**config.mk**
```make
export PLATFORM = sky130hd
export DESIGN_NAME = res_sweep_peak
export DESIGN_NICKNAME = d
export VERILOG_FILES = /design/src/rtl/rsp_pkg.sv /design/src/rtl/rsp_sequencer.sv /design/src/rtl/rsp_peak_track.sv /design/src/rtl/res_sweep_peak.sv
export SDC_FILE = /design/constraint.sdc
export NUM_CORES = 1
export LEC_CHECK = 0
export ABC_AREA = 1
export BUFFER_PORTS_ARGS = -buffer_cell sky130_fd_sc_hd__clkbuf_2
export CELL_PAD_IN_SITES_DETAIL_PLACEMENT = 1
export CELL_PAD_IN_SITES_GLOBAL_PLACEMENT = 2
export CORE_ASPECT_RATIO = 0.8
export CORE_MARGIN = 1.5
export CORE_UTILIZATION = 32
export CTS_BUF_LIST = sky130_fd_sc_hd__clkbuf_8
export DETAILED_ROUTE_END_ITERATION = 10
export PLACE_DENSITY_LB_ADDON = 0.1
export SLEW_MARGIN = 20
export SYNTH_ARGS = -nofsm -noshare
export SYNTH_HDL_FRONTEND = slang
export SYNTH_HIERARCHICAL = 1
export SYNTH_SLANG_ARGS = --single-unit
export TNS_END_PERCENT = 100
```
**constraint.sdc**
```tcl
create_clock -name clk -period 2.2 [get_ports clk]
set_clock_uncertainty 0.05 [all_clocks]
set_input_delay 0.11 -clock clk [delete_from_list [all_inputs] [get_ports clk]]
set_output_delay 0.11 -clock clk [all_outputs]
set_load 0.02 [all_outputs]
```
**src/rtl/rsp_pkg.sv**
```systemverilog
package rsp_pkg;

    localparam int DEF_CODE_BITS = 4;
    localparam int DEF_FREQ_W    = 16;
    localparam int DEF_AMP_W     = 12;
    localparam int DEF_SETTLE_W  = 8;

    typedef enum logic [1:0] {
        SW_IDLE   = 2'd0,
        SW_SETTLE = 2'd1,
        SW_SAMPLE = 2'd2
    } sweep_state_t;

endpackage

```
**src/rtl/rsp_sequencer.sv**
```systemverilog
module rsp_sequencer
    import rsp_pkg::*;
#(
    parameter int CODE_BITS = DEF_CODE_BITS,
    parameter int FREQ_W    = DEF_FREQ_W,
    parameter int SETTLE_W  = DEF_SETTLE_W
) (
    input  logic                 clk,
    input  logic                 rst,
    input  logic                 start,
    input  logic [FREQ_W-1:0]    cfg_fmin,
    input  logic [FREQ_W-1:0]    cfg_fstep,
    input  logic [SETTLE_W-1:0]  cfg_settle,
    input  logic                 adc_valid,
    output logic [FREQ_W-1:0]    freq_code,
    output logic                 adc_req,
    output logic                 smp_take,
    output logic [CODE_BITS-1:0] smp_idx,
    output logic                 smp_last,
    output logic                 sweep_end
);
    localparam logic [CODE_BITS-1:0] LAST_STEP = {CODE_BITS{1'b1}};

    typedef struct packed {
        logic [FREQ_W-1:0]   fstep;
        logic [SETTLE_W-1:0] settle;
    } sweep_cfg_t;

    sweep_state_t         state_q;
    sweep_cfg_t           cfg_q;
    logic [CODE_BITS-1:0] step_q;
    logic [SETTLE_W-1:0]  wait_q;
    logic [FREQ_W-1:0]    freq_q;
    logic                 end_q;

    assign adc_req   = (state_q == SW_SAMPLE);
    assign smp_take  = adc_req && adc_valid;
    assign smp_idx   = step_q;
    assign smp_last  = (step_q == LAST_STEP);
    assign freq_code = freq_q;
    assign sweep_end = end_q;

    always_ff @(posedge clk) begin
        if (rst) begin
            state_q <= SW_IDLE;
            cfg_q   <= '0;
            step_q  <= '0;
            wait_q  <= '0;
            freq_q  <= '0;
            end_q   <= 1'b0;
        end else begin
            end_q <= 1'b0;
            unique case (state_q)
                SW_IDLE: begin
                    if (start) begin
                        state_q      <= SW_SETTLE;
                        step_q       <= '0;
                        freq_q       <= cfg_fmin;
                        cfg_q.fstep  <= cfg_fstep;
                        cfg_q.settle <= cfg_settle;
                        wait_q       <= cfg_settle;
                    end
                end
                SW_SETTLE: begin
                    if (wait_q == '0) begin
                        state_q <= SW_SAMPLE;
                    end else begin
                        wait_q <= wait_q - 1'b1;
                    end
                end
                SW_SAMPLE: begin
                    if (adc_valid) begin
                        if (smp_last) begin
                            state_q <= SW_IDLE;
                            end_q   <= 1'b1;
                        end else begin
                            state_q <= SW_SETTLE;
                            step_q  <= step_q + 1'b1;
                            freq_q  <= freq_q + cfg_q.fstep;
                            wait_q  <= cfg_q.settle;
                        end
                    end
                end
                default: state_q <= SW_IDLE;
            endcase
        end
    end
endmodule

```
**src/rtl/rsp_peak_track.sv**
```systemverilog
module rsp_peak_track
    import rsp_pkg::*;
#(
    parameter int CODE_BITS = DEF_CODE_BITS,
    parameter int AMP_W     = DEF_AMP_W
) (
    input  logic                 clk,
    input  logic                 rst,
    input  logic                 smp_take,
    input  logic [CODE_BITS-1:0] smp_idx,
    input  logic                 smp_last,
    input  logic [AMP_W-1:0]     smp_amp,
    output logic [CODE_BITS-1:0] sig_code
);
    typedef struct packed {
        logic [AMP_W-1:0]     amp;
        logic [CODE_BITS-1:0] idx;
    } peak_t;

    peak_t                best_q;
    logic [CODE_BITS-1:0] code_q;
    logic                 wins;
    logic [CODE_BITS-1:0] win_idx;

    // strict compare keeps the earlier step on a tie; step 0 always seeds
    assign wins    = (smp_idx == '0) || (smp_amp > best_q.amp);
    assign win_idx = wins ? smp_idx : best_q.idx;
    assign sig_code = code_q;

    always_ff @(posedge clk) begin
        if (rst) begin
            best_q <= '0;
            code_q <= '0;
        end else if (smp_take) begin
            if (wins) begin
                best_q.amp <= smp_amp;
                best_q.idx <= smp_idx;
            end
            if (smp_last) begin
                code_q <= win_idx;
            end
        end
    end
endmodule

```
**src/rtl/res_sweep_peak.sv**
```systemverilog
module res_sweep_peak
    import rsp_pkg::*;
#(
    parameter int CODE_BITS = DEF_CODE_BITS,
    parameter int FREQ_W    = DEF_FREQ_W,
    parameter int AMP_W     = DEF_AMP_W,
    parameter int SETTLE_W  = DEF_SETTLE_W
) (
    input  logic                 clk,
    input  logic                 rst,
    input  logic                 start,
    input  logic [FREQ_W-1:0]    cfg_fmin,
    input  logic [FREQ_W-1:0]    cfg_fstep,
    input  logic [SETTLE_W-1:0]  cfg_settle,
    output logic [FREQ_W-1:0]    freq_code,
    output logic                 adc_req,
    input  logic                 adc_valid,
    input  logic [AMP_W-1:0]     adc_amp,
    output logic                 done,
    output logic [CODE_BITS-1:0] sig_code
);
    logic                 take;
    logic [CODE_BITS-1:0] idx;
    logic                 last;

    rsp_sequencer #(
        .CODE_BITS(CODE_BITS),
        .FREQ_W   (FREQ_W),
        .SETTLE_W (SETTLE_W)
    ) u_seq (
        .clk       (clk),
        .rst       (rst),
        .start     (start),
        .cfg_fmin  (cfg_fmin),
        .cfg_fstep (cfg_fstep),
        .cfg_settle(cfg_settle),
        .adc_valid (adc_valid),
        .freq_code (freq_code),
        .adc_req   (adc_req),
        .smp_take  (take),
        .smp_idx   (idx),
        .smp_last  (last),
        .sweep_end (done)
    );

    rsp_peak_track #(
        .CODE_BITS(CODE_BITS),
        .AMP_W    (AMP_W)
    ) u_peak (
        .clk     (clk),
        .rst     (rst),
        .smp_take(take),
        .smp_idx (idx),
        .smp_last(last),
        .smp_amp (adc_amp),
        .sig_code(sig_code)
    );
endmodule

```
Word-level counts from Yosys, hierarchy flattened
Index checks and enable logic that the tools add are counted.
{ "totals": {"output_inout_bits": 22, "reg_bits": 75, "elab_cells": 58, "inputBits": 56} }
{ "op_classes": {"n_mux": 20, "addsub": 3, "n_reduce_logical": 14, "n_lt_le_gt_ge": 1, "eq_ne": 8, "bitwise_logic": 2} }
{ "ops": {"columns": ["cell", "count"], "rows": [
  ["16-bit two-way mux", 3],
  ["8-bit two-way mux", 4],
  ["16-bit one-hot mux with 2 select lines", 1],
  ["8-bit one-hot mux with 3 select lines", 1],
  ["16-bit adder", 1],
  ["4-bit two-way mux", 4],
  ["12-bit > comparator", 1],
  ["8-bit logical NOT", 1],
  ["2-bit != test, second input constant", 4],
  ["4-bit one-hot mux with 2 select lines", 1],
  ["8-bit by 1-bit subtractor with 8-bit output, second input constant", 1],
  ["2-bit two-way mux", 3],
  ["2-bit one-hot mux with 3 select lines", 1],
  ["2-bit AND reduction", 3],
  ["5-bit AND reduction", 1],
  ["4-bit by 1-bit adder with 4-bit output, second input constant", 1],
  ["4-bit == test, second input constant", 1],
  ["4-bit logical NOT", 1],
  ["4-bit AND reduction", 1],
  ["3-bit AND reduction", 1],
  ["3-bit nonzero test", 1],
  ["3-bit OR reduction", 1],
  ["2-bit by 1-bit == test with 1-bit output, second input constant", 1],
  ["2-bit == test, second input constant", 1],
  ["7 further kinds", 9]
]} }

Longest topological paths before layout
{ "logic_depth": {"ltp_word": 4, "depth_mapped": 16, "depth_no_buf": 15} }

Hierarchy
Netlist, hierarchy kept.
{ "by_module_without_submodules": {"columns": ["mod", "instances", "cells_per_inst", "seq_area_each_um2", "area_per_inst_um2"], "rows": [
  ["rsp_sequencer", 1, 521, 1101.1, 3454.6],
  ["rsp_peak_track", 1, 162, 400.4, 1152.4]
]} }

Worst setup path after synthesis
No wires, ideal clock.
{ "synth_timing": {"kind": "register to register", "start": "register u_seq.state_q[0]", "end": "register u_peak/best_q[11] (netlist bit)", "synth_period_minus_slack_ns": 1.958, "stages_incl_launch_ff": 12, "setup_slack_ns": 0.242, "t_required_ns": 2.034, "path_buffers": 4, "setup_ns": 0.116, "arrival_time_ns": 1.792, "cell_sequence": "dfxtp_1 > inv_1 > ha_1 > buf_6 > buf_2 > buf_2 > nand2_1 > inv_1 > nand2_4 > buf_6 > o21ai_0 > nor2_1"} }
{ "synth_via": {"elab_chain_cells": 3} }
{ "synth_lines": {"columns": ["item", "line_no", "source"], "rows": [
  ["start: declaration", "rsp_sequencer.sv:29", "sweep_state_t state_q;"],
  ["start signal: assignment", "rsp_sequencer.sv:45", "state_q <= SW_IDLE;"],
  ["start signal: assignment", "rsp_sequencer.sv:56", "state_q <= SW_SETTLE;"],
  ["start signal: assignment", "rsp_sequencer.sv:66", "state_q <= SW_SAMPLE;"],
  ["2-bit == test", "rsp_sequencer.sv:36", "assign adc_req = (state_q == SW_SAMPLE);"],
  ["via adc_req", "res_sweep_peak.sv:16", "output logic adc_req,"],
  ["1-bit logical AND", "rsp_sequencer.sv:37", "assign smp_take = adc_req && adc_valid;"],
  ["via take", "res_sweep_peak.sv:22", "logic take;"],
  ["2-bit AND reduction (no line)", null, null],
  ["end: declaration", "rsp_peak_track.sv:20", "peak_t best_q;"]
]} }
The timed path passes the listed nets, and every way through them passes these cells.
A chain may end at the register's enable or synchronous reset.

Worst setup path after layout
{ "layout_timing": {"start": "register u_seq.freq_q[0], in the netlist u_seq/freq_code[0]", "end": "register u_seq.freq_q[12], in the netlist u_seq/freq_code[12]"} }
{ "layout_via": {"elab_chain_cells": 4} }
{ "layout_lines": {"columns": ["item", "line_no", "source"], "rows": [
  ["start: declaration", "rsp_sequencer.sv:33", "logic [FREQ_W-1:0] freq_q;"],
  ["start signal: assignment", "rsp_sequencer.sv:58", "freq_q <= cfg_fmin;"],
  ["start signal: assignment", "rsp_sequencer.sv:79", "freq_q <= freq_q + cfg_q.fstep;"],
  ["16-bit adder", "rsp_sequencer.sv:79", null],
  ["16-bit two-way mux", "rsp_sequencer.sv:73", "if (smp_last) begin"],
  ["16-bit two-way mux", "rsp_sequencer.sv:72", "if (adc_valid) begin"],
  ["16-bit one-hot mux with 2 select lines", "rsp_sequencer.sv:53", "unique case (state_q)"]
]} }
Every way passes these cells. The select of a mux whose other input is x is not followed.

==> results.yml <==
status:
  status: "finished clean"
final_layout:
  area_growth_pct: 25.3
  drive_above_1_share_pct: 17.1
  antennaDiodeCount: 0
  fillCellCount: 1818
  nets: 891
  instances_no_fill: 989
synthesis:
  yosysMostFrequentCell: "nand2_1"
  synth.area.top_cells: "dfxtp_1 33%, nand2_1 11%, ha_1 9.0%, nor2_1 7.9%, inv_1 7.4%"
  async_reset_ff_share_pct: 0
  synth_top_area_share_pct: 32.6
  synthCells: 683
  synth-edff-count: 0
  yosysWarnings: 6
  syn_nets: 773
  yosys.cell_types.count: 43
  postSynthAreaPerCell_um2: 6.75
  synth-seq-cells: 75
  synthesis.area_mm2: 0.00461
  ys_top_cells_by_count: "137 x nand2_1, 97 x nor2_1, 91 x inv_1"
  yosysSeqAreaShare_pct: 32.6
  yosys.area.top_type: "dfxtp_1"
  ys.flop_type: "dfxtp_1"
route:
  antenna_left: 0
  drt_iter0_drc: 162
  drt_wl_total_um: 14300
  vias_per_cell: 4.75
  dr.pass1.iters: 4
  drt-wirelength-per-cell_um: 14.5
  vias: 4695
  drc: 0
power:
  p_comb_share_pct: 44.2
  switching_share_pct: 43.1
  ir_worst_vdd_v: 0.000463
  p_leak_nw: 2.76
  clockPowerShare_pct: 20.3
  p_sw_mw: 2.22
  power_frac_seq_pct: 35.5
  p_int_mw: 2.93
  p_per_area_mw_per_mm2: 893
timing:
  slew_viol_final: 0
  max_slew.worst_pin.slew_ns: 0.978
  setup-violations-final: 0
  rsz0062_at_grt: "false"
  slew_headroom_pct: 34.7
  max_freq_ghz: 0.503
  hold_viol_final: 0
  fin_crit_sh_pct: 90.3
  finalSetupTns_ns: 0
  min_period_ns: 1.99
  fin_ws_ns: 0.213
worst_setup_path:
  r2r_start: "u_seq/freq_code[0]"
  crit_type: "flip-flop to flip-flop"
  worst_path_most_repeated_cell: "nand2_1"
  path_cells: "ha_1 -> fa_1 -> nand2_1 -> nand2_1 -> and2_1 -> nand3_1 -> nand3_1 -> nand2_1 -> nand3_1 -> nand2_1 -> a21oi_1"
  cp_max_fo: 3
  rr_endpoint: "u_seq/freq_code[12]"
  rrSetupSlack_ns: 0.21
  end_kind: "flip-flop"
  critPathArrivalTime_ns: 2.20
  cp_slowest_cell: "fa_1"
  r2r_cells: 11
  cpPeakStageDelay_ns: 0.39
  worstPathRequired_ns: 2.41
  startpoint_type: "flip-flop"
die:
  rows: 39
  coreArea_mm2: 0.0142
  start_util_pct: 32.6
  dieArea_mm2: 0.0151
  die_y_um: 110
  dieWidth_um: 137
  io_pins: 78
grt:
  grt_pass1_vias: 4791
  met2_usage_pct: 33.1
  busiest_layer: "met2"
  grt-ovfl-total: 0
  grt.met1_usage_pct: 26.7
  grt.total_usage_pct: 20.1
  grt_max_degree: 26
  antenna_found_initial: 0
  met3_usage_pct: 4.80
  grt_pass1_wl_um: 23400
cts:
  cts_max_level: 3
  clkLatencyLatePin_ns: 0.37
  cts_made_buffers: 9
  path_clk_slew_ns: 0.08
  clockBufferDepth: 2
  clockRootBuffer: "clkbuf_8"
  cts_tree: "built"
  clkSinkCount: 75
place:
  hpwl_um: 10600
  portBuffers: 77
  gp_congestion: 0.773
  dp_cells: 930
  place_ws_ns: 0.195
flow_run:
  drv_cap: 0
min_path:
  min_path_cells: 3
  min_to: "u_seq/freq_code[5]"
  hold_path.class: "input port to flip-flop"
  worstHoldStart: "cfg_fmin[5]"
[worst max-delay path, delay by kind of cell, from the launching register on]
kind	cells	cell delay, ns
AOI/OAI and AO/OA	1	0.05
and+or+nand+nor	8	0.81
adders and majority gates	2	0.62
DFF	1	0.34
[flip-flops by register name (all words and copies together) (netlist names)]
| name | count |
|---|---|
| u_seq/cfg_q | 24 |
| u_peak/sig_code | 4 |
| u_peak/best_q | 16 |
| u_seq/sweep_end | 1 |
| u_seq/wait_q | 8 |
| u_seq/smp_idx | 4 |
| u_seq/freq_code | 16 |
| u_seq/state_q | 2 |
[cells in the final DEF, fill, tap and decap left out, types with 3 or more instances in the layout]
master	instances
clkbuf_8	9
nand2_2	6
o21ai_0	57
dfxtp_1	75
a21oi_1	57
nor2_2	13
xnor2_1	3
inv_1	94
nand2_1	136
nand4_1	4
buf_4	7
o21ai_1	8
a31oi_1	3
clkbuf_2	77
nand3_1	32
xor2_1	4
nor3_1	6
dlygate4sd3_1	44
ha_1	33
inv_2	7
nor2_1	97
[power groups by stage]
stage	Combinational [mW]	Clock [mW]	Sequential, mW
2_1_floorplan	1.57	0	1.90
3_3_place_gp	2.15	0	1.86
3_5_place_dp	2.23	0	1.87
4_1_cts	2.30	1.11	1.83
5_1_grt	2.61	1.16	1.86
6_report	2.28	1.04	1.83
[how the worst max path moves through the flow]
stage                     cells past startpoint  slack (ns)               start             endpoint
after global routing                         11       0.007  u_seq/freq_code[0]  u_seq/freq_code[12]
after floorplan                              11        0.24    u_seq/state_q[0]    u_peak/best_q[11]
after CTS                                    13        0.18   u_peak/best_q[15]    u_peak/best_q[14]
after detailed placement                     13        0.19   u_peak/best_q[15]    u_peak/best_q[14]
after global placement                       11        0.25  u_seq/freq_code[0]  u_seq/freq_code[12]
final                                        11        0.21  u_seq/freq_code[0]  u_seq/freq_code[12]
[cell families (layout without fill, tap and decap cells)]
| logic type | count (synthesis) | in the layout | synth area share, % |
|---|---|---|---|
| AO/OA/AOI/OAI | 136 | 136 | 15.8 |
| XOR/XNOR | 7 | 7 | 1.33 |
| adder cells (fa/ha/maj) | 34 | 34 | 9.40 |
| buffers and inverters | 120 | 242 | 11.0 |
| flip-flops | 75 | 75 | 32.6 |
| multiplexers | 2 | 2 | 0.435 |
| AND/OR/NAND/NOR | 309 | 309 | 29.4 |
[repair_timing]
| item | in CTS | in global routing |
|---|---|---|
| hold buffers | 44 | 0 |
| buffers inserted | 0 | 0 |
| hold endpoints to repair | 48 | 0 |
| resized for setup | 0 | 2 |
| endpoints found under the setup margin | 0 | 3 |
[through the flow]
stage	power, mW	utilization, %	hold WS [ns]	cell area [um^2]
CTS	5.24	40.7	0.00209	5760
global placement	4.01	36.3	0.310	5140
detailed placement	4.09	36.3	0.322	5140
global route	5.63	40.8	0.00259	5770
floorplan	3.47	-	0.122	4610
finish	5.15	40.8	0.0237	5770
[routing by layer]
metal	routed length [um]	share of wire, %
met1	7310	51
met2	6380	45
met3	498	3.5
met4	125	0.87
met5	0	0
[final cells by class]
class	instances	area, um^2	area share, %
multi-input cells	488	2610	45.2
flip-flops and latches	75	1500	26.0
repair buffers	128	878	15.2
inverters	99	377	6.53
well taps	184	230	3.99
clock buffers	9	124	2.15
clock inverters	6	51.3	0.889
No activity file was read; power rests on OpenSTA's default activity.
